$ cat src/rtl/bfm_pkg.sv
package bfm_pkg;
  typedef struct packed {
    logic stg;
    logic stb;
  } leg_flt_t;
endpackage

$ cat src/rtl/bfm_leg_blanker.sv
module bfm_leg_blanker
  import bfm_pkg::*;
#(
  parameter int DT_W   = 8,
  parameter int IDLE_W = 8
) (
  input  logic              clk,
  input  logic              rst_n,
  input  logic              awake,
  input  logic              hi_on,
  input  logic              lo_on,
  input  logic              chg,
  input  logic [DT_W-1:0]   dead_len,
  input  logic [IDLE_W-1:0] long_thr,
  input  logic              cmp_hi,
  input  logic              cmp_lo,
  input  logic              drain_open,
  output leg_flt_t          flt
);
  localparam int BW = DT_W + 1;

  logic [BW-1:0]     blank_q, blank_d;
  logic [IDLE_W-1:0] idle_q, idle_d;
  leg_flt_t          lat_q, lat_d;
  logic              leg_off, long_idle, armed;

  always_comb begin
    leg_off   = ~hi_on & ~lo_on;
    long_idle = idle_q > long_thr;
    armed     = (blank_q == '0) & ~chg;

    idle_d = idle_q;
    if (!leg_off)             idle_d = '0;
    else if (idle_q != '1)    idle_d = idle_q + 1'b1;

    blank_d = blank_q;
    if (chg)                  blank_d = long_idle ? {1'b0, dead_len} : {dead_len, 1'b0};
    else if (blank_q != '0)   blank_d = blank_q - 1'b1;

    lat_d = lat_q;
    if (!awake) begin
      lat_d = '0;
    end else begin
      if (armed && hi_on && (cmp_hi || drain_open)) lat_d.stg = 1'b1;
      if (armed && lo_on && cmp_lo)                 lat_d.stb = 1'b1;
    end
  end

  always_ff @(posedge clk or negedge rst_n) begin
    if (!rst_n) begin
      blank_q <= '0;
      idle_q  <= '0;
      lat_q   <= '0;
    end else begin
      blank_q <= blank_d;
      idle_q  <= idle_d;
      lat_q   <= lat_d;
    end
  end

  assign flt = lat_q;
endmodule

$ cat src/rtl/bfm_agree_filter.sv
module bfm_agree_filter #(
  parameter int N = 3
) (
  input  logic clk,
  input  logic rst_n,
  input  logic raw,
  output logic filt
);
  logic [N-2:0] hist_q, hist_d;
  logic [N-1:0] window;
  logic         filt_q, filt_d;

  always_comb begin
    window = {hist_q, raw};
    hist_d = window[N-2:0];
    filt_d = filt_q;
    if (&window)       filt_d = 1'b1;
    else if (~|window) filt_d = 1'b0;
  end

  always_ff @(posedge clk or negedge rst_n) begin
    if (!rst_n) begin
      hist_q <= '0;
      filt_q <= 1'b0;
    end else begin
      hist_q <= hist_d;
      filt_q <= filt_d;
    end
  end

  assign filt = filt_q;
endmodule

$ cat src/rtl/bridge_fault_monitor.sv
module bridge_fault_monitor
  import bfm_pkg::*;
#(
  parameter int NLEG   = 2,
  parameter int DT_W   = 8,
  parameter int IDLE_W = 8,
  parameter int FILT_N = 3
) (
  input  logic              clk,
  input  logic              rst_n,
  input  logic              awake,
  input  logic [NLEG-1:0]   hi_cmd,
  input  logic [NLEG-1:0]   lo_cmd,
  input  logic [NLEG-1:0]   leg_chg,
  input  logic [DT_W-1:0]   dead_len,
  input  logic [IDLE_W-1:0] long_thr,
  input  logic [NLEG-1:0]   cmp_hi,
  input  logic [NLEG-1:0]   cmp_lo,
  input  logic              drain_open,
  input  logic              uv,
  input  logic              ov,
  input  logic              ot,
  input  logic              ext_low,
  output logic              fault,
  output logic              coast,
  output logic [2*NLEG+2:0] status
);
  localparam int UV_IDX = 2 * NLEG;

  leg_flt_t        leg_flt [NLEG];
  logic [NLEG-1:0] stg_v, stb_v;
  logic            raw_any;

  for (genvar g = 0; g < NLEG; g++) begin : g_leg
    bfm_leg_blanker #(.DT_W(DT_W), .IDLE_W(IDLE_W)) u_blank (
      .clk        (clk),
      .rst_n      (rst_n),
      .awake      (awake),
      .hi_on      (hi_cmd[g]),
      .lo_on      (lo_cmd[g]),
      .chg        (leg_chg[g]),
      .dead_len   (dead_len),
      .long_thr   (long_thr),
      .cmp_hi     (cmp_hi[g]),
      .cmp_lo     (cmp_lo[g]),
      .drain_open (drain_open),
      .flt        (leg_flt[g])
    );
    assign stg_v[g] = leg_flt[g].stg;
    assign stb_v[g] = leg_flt[g].stb;
  end

  assign raw_any = (|stg_v) | (|stb_v) | uv | ov | ot;

  bfm_agree_filter #(.N(FILT_N)) u_filt (
    .clk   (clk),
    .rst_n (rst_n),
    .raw   (raw_any),
    .filt  (fault)
  );

  assign coast = ~awake | (fault & (~ext_low | ot));

  always_comb begin
    status                 = '0;
    status[NLEG-1:0]       = stg_v;
    status[2*NLEG-1:NLEG]  = stb_v;
    status[UV_IDX]         = uv;
    status[UV_IDX+1]       = ov;
    status[UV_IDX+2]       = ot;
  end
endmodule

$ cat config.mk
export PLATFORM = sky130hd
export DESIGN_NAME = bridge_fault_monitor
export DESIGN_NICKNAME = d
export VERILOG_FILES = /design/src/rtl/bfm_pkg.sv /design/src/rtl/bfm_leg_blanker.sv /design/src/rtl/bfm_agree_filter.sv /design/src/rtl/bridge_fault_monitor.sv
export SDC_FILE = /design/constraint.sdc
export NUM_CORES = 1
export LEC_CHECK = 0
export BUFFER_PORTS_ARGS = -buffer_cell sky130_fd_sc_hd__buf_2
export CAP_MARGIN = 10
export CORE_MARGIN = 1
export CORE_UTILIZATION = 61
export DETAILED_ROUTE_END_ITERATION = 6
export PLACE_DENSITY_LB_ADDON = 0.15
export SYNTH_ARGS = -nofsm -noshare
export SYNTH_HDL_FRONTEND = slang
export SYNTH_SLANG_ARGS = --single-unit
$ cat constraint.sdc
create_clock -name clk -period 3.1 [get_ports clk]
set_clock_uncertainty 0.05 [all_clocks]
set_input_delay 0.62 -clock clk [delete_from_list [all_inputs] [get_ports clk]]
set_output_delay 0.62 -clock clk [all_outputs]
set_load 0.03 [all_outputs]
==> results.cfg, run 1 <==
[finish]
drive_above_1_share = 0.165
fin_nets = 399
area_delta_synth_final_pct = 12.8
n_antenna_cell = 0
fin_cells = 396
fillers = 330

[sta]
min_period_ns = 2.20
fmax_ghz = 0.455
rsz0062_at_grt = false
fin_tns_setup_ns = 0
finalHoldViolCount = 0
tightest_slew_ns = 0.929
max_slew_margin = 0.381
setup_viol = 0
drv_slew = 0
period_share = 0.708

[floorplan]
die_w_um = 68.9
core_mm2 = 0.00414
initial_core_util = 0.658
dieHeight_um = 68.9
boundaryPins = 43
die_area_mm2 = 0.00474
std_cell_rows = 23

[clocking]
clk_path_buf_depth = 2
cts_sinks = 41
ctsHoldBuffers = 0
numCtsBuffers = 5
clk_pin_slew_ns = 0.09
insertion_delay_ns = 0.30
cts.repair.resized = 0
cts_root_buf = clkbuf_8
cts_setup_buffers = 0
cts_tree = built
h-tree-depth = 2

[global_route]
grt_max_degree = 42
antenna_found_initial = 0
grt_overflow = 0
grt.total_usage = 0.277
grt_pass1_vias = 2182
grt_pass1_wl_mm = 9.70

[synthesis]
synth_ff_type = dfrtp_1
synthTopCellsByArea = dfrtp_1 38%, ha_1 9.2%, o21ai_0 3.3%
ys_ff_latch = 41
synth.avg_cell_area_um2 = 8.85
synth.largest_area_cell = dfrtp_1
ys_warn_count = 0
synth_cell_type_count = 53
synth_most_common_cell = dfrtp_1
ys_seq_area_frac = 0.376
synth_edf_count = 0
synth_area_mm2 = 0.00273
synthCells = 308
synth_nets = 362
synthArstFlopShare = 1.00
synth_top_area_frac = 0.376
synth_common_cells = 41 x dfrtp_1, 24 x nor2_1, 23 x nand2_1

[critical_path]
cp_max_fo = 8
critPathLaunchType = input port
crit_arrival_ns = 2.32
r2r-start = g_leg[0].u_blank.idle_q[3]$_DFFE_PN0P_
critical_path.reg2reg.endpoint = g_leg[0].u_blank.blank_q[5]$_DFFE_PN0P_
endpoint = g_leg[0].u_blank.blank_q[5]$_DFFE_PN0P_
worstPathRequired_ns = 3.23
ff2ff_setup_slack_ns = 0.91
cp-end-kind = register
reg2reg_depth = 5
critPathKind = input port to register
startpoint = long_thr[1]

[place]
gp_congestion = 0.848
dp.cells = 388
dp_hpwl_mm = 4.60
port_buffers = 42

[power_and_ir_drop]
irDropWorstVdd_mv = 0.256
p_leak_nw = 1.39
power_w = 0.00131
power_density_mw_per_mm2 = 427

[route]
post_drt_via_cell_ratio = 6.14
wirelength_mm = 6.06
drtIter0Drc = 241
drc_errors = 0
vias = 2431
antenna_left = 0
dr.pass1.iters = 4
wire_per_inst_um = 15.3

[min_path]
worst_hold_path.num_cells = 0
hold_class = register to register

[run]
drv_cap = 0

[status]
outcome = finished, final reports clean
-- layer usage --
metal,up-vias,track usage,share of wire
met2,77,0.442,0.45
li1,1211,-,-
met4,0,0.122,0.029
met3,18,0.0526,0.061
met1,1125,0.364,0.46
met5,-,0,0
-- report_power, final --
part	internal [W]	total, W	switching (W)
clock network	0.000320	0.000510	0.000190
logic	0.0000867	0.000203	0.000117
registers	0.000566	0.000601	0.0000347
total	0.000973	0.00131	0.000341
-- registers in the layout, summed over array words and instances (netlist names) --
signal	cells
g_leg.u_blank.blank_q	18
g_leg.u_blank.idle_q	16
g_leg.u_blank.flt	4
u_filt.hist_q	2
u_filt.filt	1
-- worst max-delay path, cell delays in order --
cell and delay (ns):
buf_2 0.08, inv_1 0.05, ha_1 0.31, nor2b_1 0.15, o211ai_2 0.20, a211oi_2 0.18, or2_1 0.36, a311o_1 0.38
-- cell families (layout without fill, tap and decap cells) --
family / after synthesis / count (layout) / share of synthesized area
fa+ha+maj: 20 / 20 / 0.0918
flops: 41 / 41 / 0.376
mux: 3 / 3 / 0.0115
compound gates: 80 / 80 / 0.198
xor+xnor: 12 / 12 / 0.0385
simple gates: 119 / 119 / 0.234
buf+inv: 33 / 71 / 0.0500
-- layout make-up --
class	instances	area, um2	share of cell area
Sequential cell	41	1030	0.334
Timing Repair Buffer	42	210	0.0683
Clock inverter	3	65.1	0.0212
Multi-Input combinational cell	234	1560	0.509
Tap cell	50	62.6	0.0203
Inverter	21	78.8	0.0256
Clock buffer	5	68.8	0.0224
-- stage by stage --
stage	utilization	setup slack (ns)	cell area [um2]	hold WS, ns
floorplan	-	0.822	2730	0.274
global placement	0.710	0.688	2940	0.308
detailed placement	0.710	0.645	2940	0.313
CTS	0.742	0.937	3080	0.332
global route	0.742	0.782	3080	0.344
finish	0.742	0.904	3080	0.334
-- cells in the final DEF, fill, tap and decap left out, types with 3 or more instances in the layout --
cell type / count
a211oi_1: 9
a21oi_1: 10
a311oi_1: 3
a31oi_1: 11
and3_1: 4
buf_2: 42
clkbuf_8: 5
dfrtp_1: 41
ha_1: 20
inv_1: 21
nand2_1: 23
nand2b_1: 3
nand3_1: 13
nand4_1: 9
nor2_1: 24
nor2b_1: 5
nor3_1: 16
nor3b_1: 5
o211ai_1: 4
o21a_1: 5
o21ai_0: 18
o22ai_1: 3
xnor2_1: 6
xor2_1: 6
-- how the worst min path moves through the flow --
stage,from,end
after CTS,u_filt.hist_q[0]$_DFF_PN0_,u_filt.hist_q[1]$_DFF_PN0_
final,u_filt.hist_q[0]$_DFF_PN0_,u_filt.hist_q[1]$_DFF_PN0_
after floorplan,rst_n,g_leg[0].u_blank.blank_q[0]$_DFFE_PN0P_
after global routing,u_filt.hist_q[0]$_DFF_PN0_,u_filt.hist_q[1]$_DFF_PN0_
after detailed placement,u_filt.hist_q[0]$_DFF_PN0_,u_filt.hist_q[1]$_DFF_PN0_
after global placement,u_filt.hist_q[0]$_DFF_PN0_,u_filt.hist_q[1]$_DFF_PN0_
(Power assumes the default switching activity.)
==> run 2: changes to the inputs <==
--- a/config.mk
+++ b/config.mk
@@ -5,10 +5,11 @@
 export SDC_FILE = /design/constraint.sdc
 export NUM_CORES = 1
 export LEC_CHECK = 0
+export ABC_AREA = 1
 export BUFFER_PORTS_ARGS = -buffer_cell sky130_fd_sc_hd__buf_2
 export CAP_MARGIN = 10
 export CORE_MARGIN = 1
-export CORE_UTILIZATION = 61
+export CORE_UTILIZATION = 57
 export DETAILED_ROUTE_END_ITERATION = 6
 export PLACE_DENSITY_LB_ADDON = 0.15
 export SYNTH_ARGS = -nofsm -noshare
==> constraint.sdc (replaced) <==
create_clock -name clk -period 2.2 [get_ports clk]
set_clock_uncertainty 0.05 [all_clocks]
set_input_delay 0.44 -clock clk [delete_from_list [all_inputs] [get_ports clk]]
set_output_delay 0.44 -clock clk [all_outputs]
set_load 0.03 [all_outputs]
==> run 2 against run 1 <==
Net effect:
- the run now ends with DRC left
- count of clock-buffer cells in the layout did not move
- non-clock buffer count increased by 4
- hold slack lost 0.18 ns
- total power rose by 20%
- largest power group unchanged
==> results.cfg, run 2 <==
[status]
outcome = finished with violations
violations = DRC

[synthesis]
synth_area_mm2 = 0.00274
synth_ff_type = dfrtp_1
synth_cell_type_count = 29
synthArstFlopShare = 1.00
synthTopCellsByArea = dfrtp_1 37%, inv_1 9.4%, ha_1 9.1%
synth_most_common_cell = inv_1
synthCells = 369
synth_edf_count = 0
ys_seq_area_frac = 0.374
synth_nets = 423
ys_warn_count = 0
synth_top_area_frac = 0.374
ys_ff_latch = 41
synth.avg_cell_area_um2 = 7.43
synth.largest_area_cell = dfrtp_1
synth_common_cells = 69 x inv_1, 56 x nand2_1, 44 x nand3_1

[clocking]
cts_setup_buffers = 0
cts_tree = built
clk_pin_slew_ns = 0.08
cts.repair.resized = 0
insertion_delay_ns = 0.29
clk_path_buf_depth = 2
ctsHoldBuffers = 0
numCtsBuffers = 5
h-tree-depth = 2
cts_sinks = 41
cts_root_buf = clkbuf_8

[finish]
layout_common_cells = 69 x inv_1, 56 x nand2_1, 44 x nand3_1, 42 x buf_2, 41 x dfrtp_1
area_delta_synth_final_pct = 12.7
fillers = 388
fin_nets = 471
largest_register_ffs = 18
final_common_cell = inv_1
n_antenna_cell = 0
fin_cells = 468
top_register = g_leg.u_blank.blank_q
drive_above_1_share = 0.159

[sta]
max_slew_margin = 0.654
min_period_ns = 1.97
fin_tns_setup_ns = 0
setup_viol = 0
rsz0062_at_grt = false
period_share = 0.897
tightest_slew_ns = 0.518
drv_slew = 0
finalHoldViolCount = 0
fmax_ghz = 0.507

[route]
dr.pass1.iters = 7
drc_errors = 2
drtIter0Drc = 136
antenna_left = 0
wirelength_mm = 5.93
wire_per_inst_um = 12.7
vias = 2525
post_drt_via_cell_ratio = 5.40

[global_route]
grt_pass1_wl_mm = 9.85
grt_overflow = 0
antenna_found_initial = 0
grt.total_usage = 0.248
grt_max_degree = 42
grt_pass1_vias = 2302

[power_and_ir_drop]
p_seq_frac = 0.531
p_int_w = 0.00112
irDropWorstVdd_mv = 0.334
switching_share = 0.287
power_switching_w = 0.000452
p_leak_nw = 1.67
power_density_mw_per_mm2 = 509
power_frac_comb = 0.188
clkPwrFrac = 0.281

[place]
dp_hpwl_mm = 4.60
dp.cells = 462
port_buffers = 42
gp_congestion = 0.841

[floorplan]
initial_core_util = 0.613
die_area_mm2 = 0.00509
boundaryPins = 43
std_cell_rows = 24
core_mm2 = 0.00447
dieHeight_um = 71.4
die_w_um = 71.4

[critical_path]
cp-end-kind = register
cp_max_fo = 8
r2r-start = g_leg[0].u_blank.idle_q[7]$_DFFE_PN0P_
startpoint = g_leg[0].u_blank.idle_q[7]$_DFFE_PN0P_
critPathLaunchType = register
crit_arrival_ns = 2.12
worstPathRequired_ns = 2.35
critPathKind = register to register

[min_path]
hold_class = input port to async pin

[run]
drv_cap = 0
-- run 2: cell count changes in the layout (fill, tap and decap cells not counted), sizes merged, moves of 7 or more --
cell and change:
nor3 -11, inv +49, a211oi -8, a31oi -7, nand2 +36, a21oi +19
nor2 +15, nand3 +35
-- run 2: final cells by class --
type | count | area (um2) | share of cell area
Multi-Input combinational cell | 253 | 1420 | 0.460
Sequential cell | 41 | 1030 | 0.332
Timing Repair Buffer | 46 | 240 | 0.0777
Clock inverter | 1 | 5.00 | 0.00162
Tap cell | 52 | 65.1 | 0.0211
Clock buffer | 5 | 68.8 | 0.0223
Inverter | 70 | 263 | 0.0850
-- run 2: final timing paths --
path	cells past startpoint	to	slack, ns
max	7	g_leg[0].u_blank.blank_q[8]$_DFFE_PN0P_	0.23
min	2	g_leg[1].u_blank.blank_q[8]$_DFFE_PN0P_	0.16
min in group clk	0	u_filt.hist_q[1]$_DFF_PN0_	0.36
max reg2reg	7	g_leg[0].u_blank.blank_q[8]$_DFFE_PN0P_	0.23
max in group asynchronous	2	g_leg[0].u_blank.idle_q[5]$_DFFE_PN0P_	1.58
min reg2reg	0	u_filt.hist_q[1]$_DFF_PN0_	0.36
-- run 2: power groups by stage --
| stage | Sequential, W | Combinational (W) | Clock (W) |
|---|---|---|---|
| 2_1_floorplan | 0.000841 | 0.000199 | 0 |
| 3_3_place_gp | 0.000847 | 0.000285 | 0 |
| 3_5_place_dp | 0.000850 | 0.000295 | 0 |
| 4_1_cts | 0.000835 | 0.000296 | 0.000458 |
| 5_1_grt | 0.000841 | 0.000337 | 0.000484 |
| 6_report | 0.000836 | 0.000296 | 0.000443 |
-- run 2: worst max-delay path: stages (launching register included) --
cell     delay, ns
dfrtp_1       0.43
ha_1          0.32
nand2_1       0.08
nor2_1        0.16
nand4_1       0.30
nand2_2       0.27
inv_1         0.09
o31ai_2       0.19
-- run 2: per-stage QoR --
step                total power [W]   util  cell area, um2  setup WS [ns]  hold WS, ns
floorplan                   0.00104      -            2740          0.456       0.0944
global placement            0.00113  0.674            3020          0.205        0.342
detailed placement          0.00114  0.674            3020          0.114        0.343
CTS                         0.00159  0.691            3090          0.217        0.177
global route                0.00166  0.691            3090         0.0253        0.207
finish                      0.00157  0.691            3090          0.227        0.157
-- run 2: cells by family after synthesis --
kind of cell,synth area share
AND/OR/NAND/NOR,0.274
buffers and inverters,0.107
XOR/XNOR,0.0160
adder cells (fa/ha/maj),0.0913
AO/OA/AOI/OAI,0.137
flip-flops,0.374
-- run 2: layer usage --
metal,global-route usage,vias to the layer above,share of wire
li1,-,1304,-
met1,0.309,1161,0.46
met2,0.440,53,0.49
met3,0.0450,7,0.038
met4,0.0689,0,0.012
met5,0,-,0
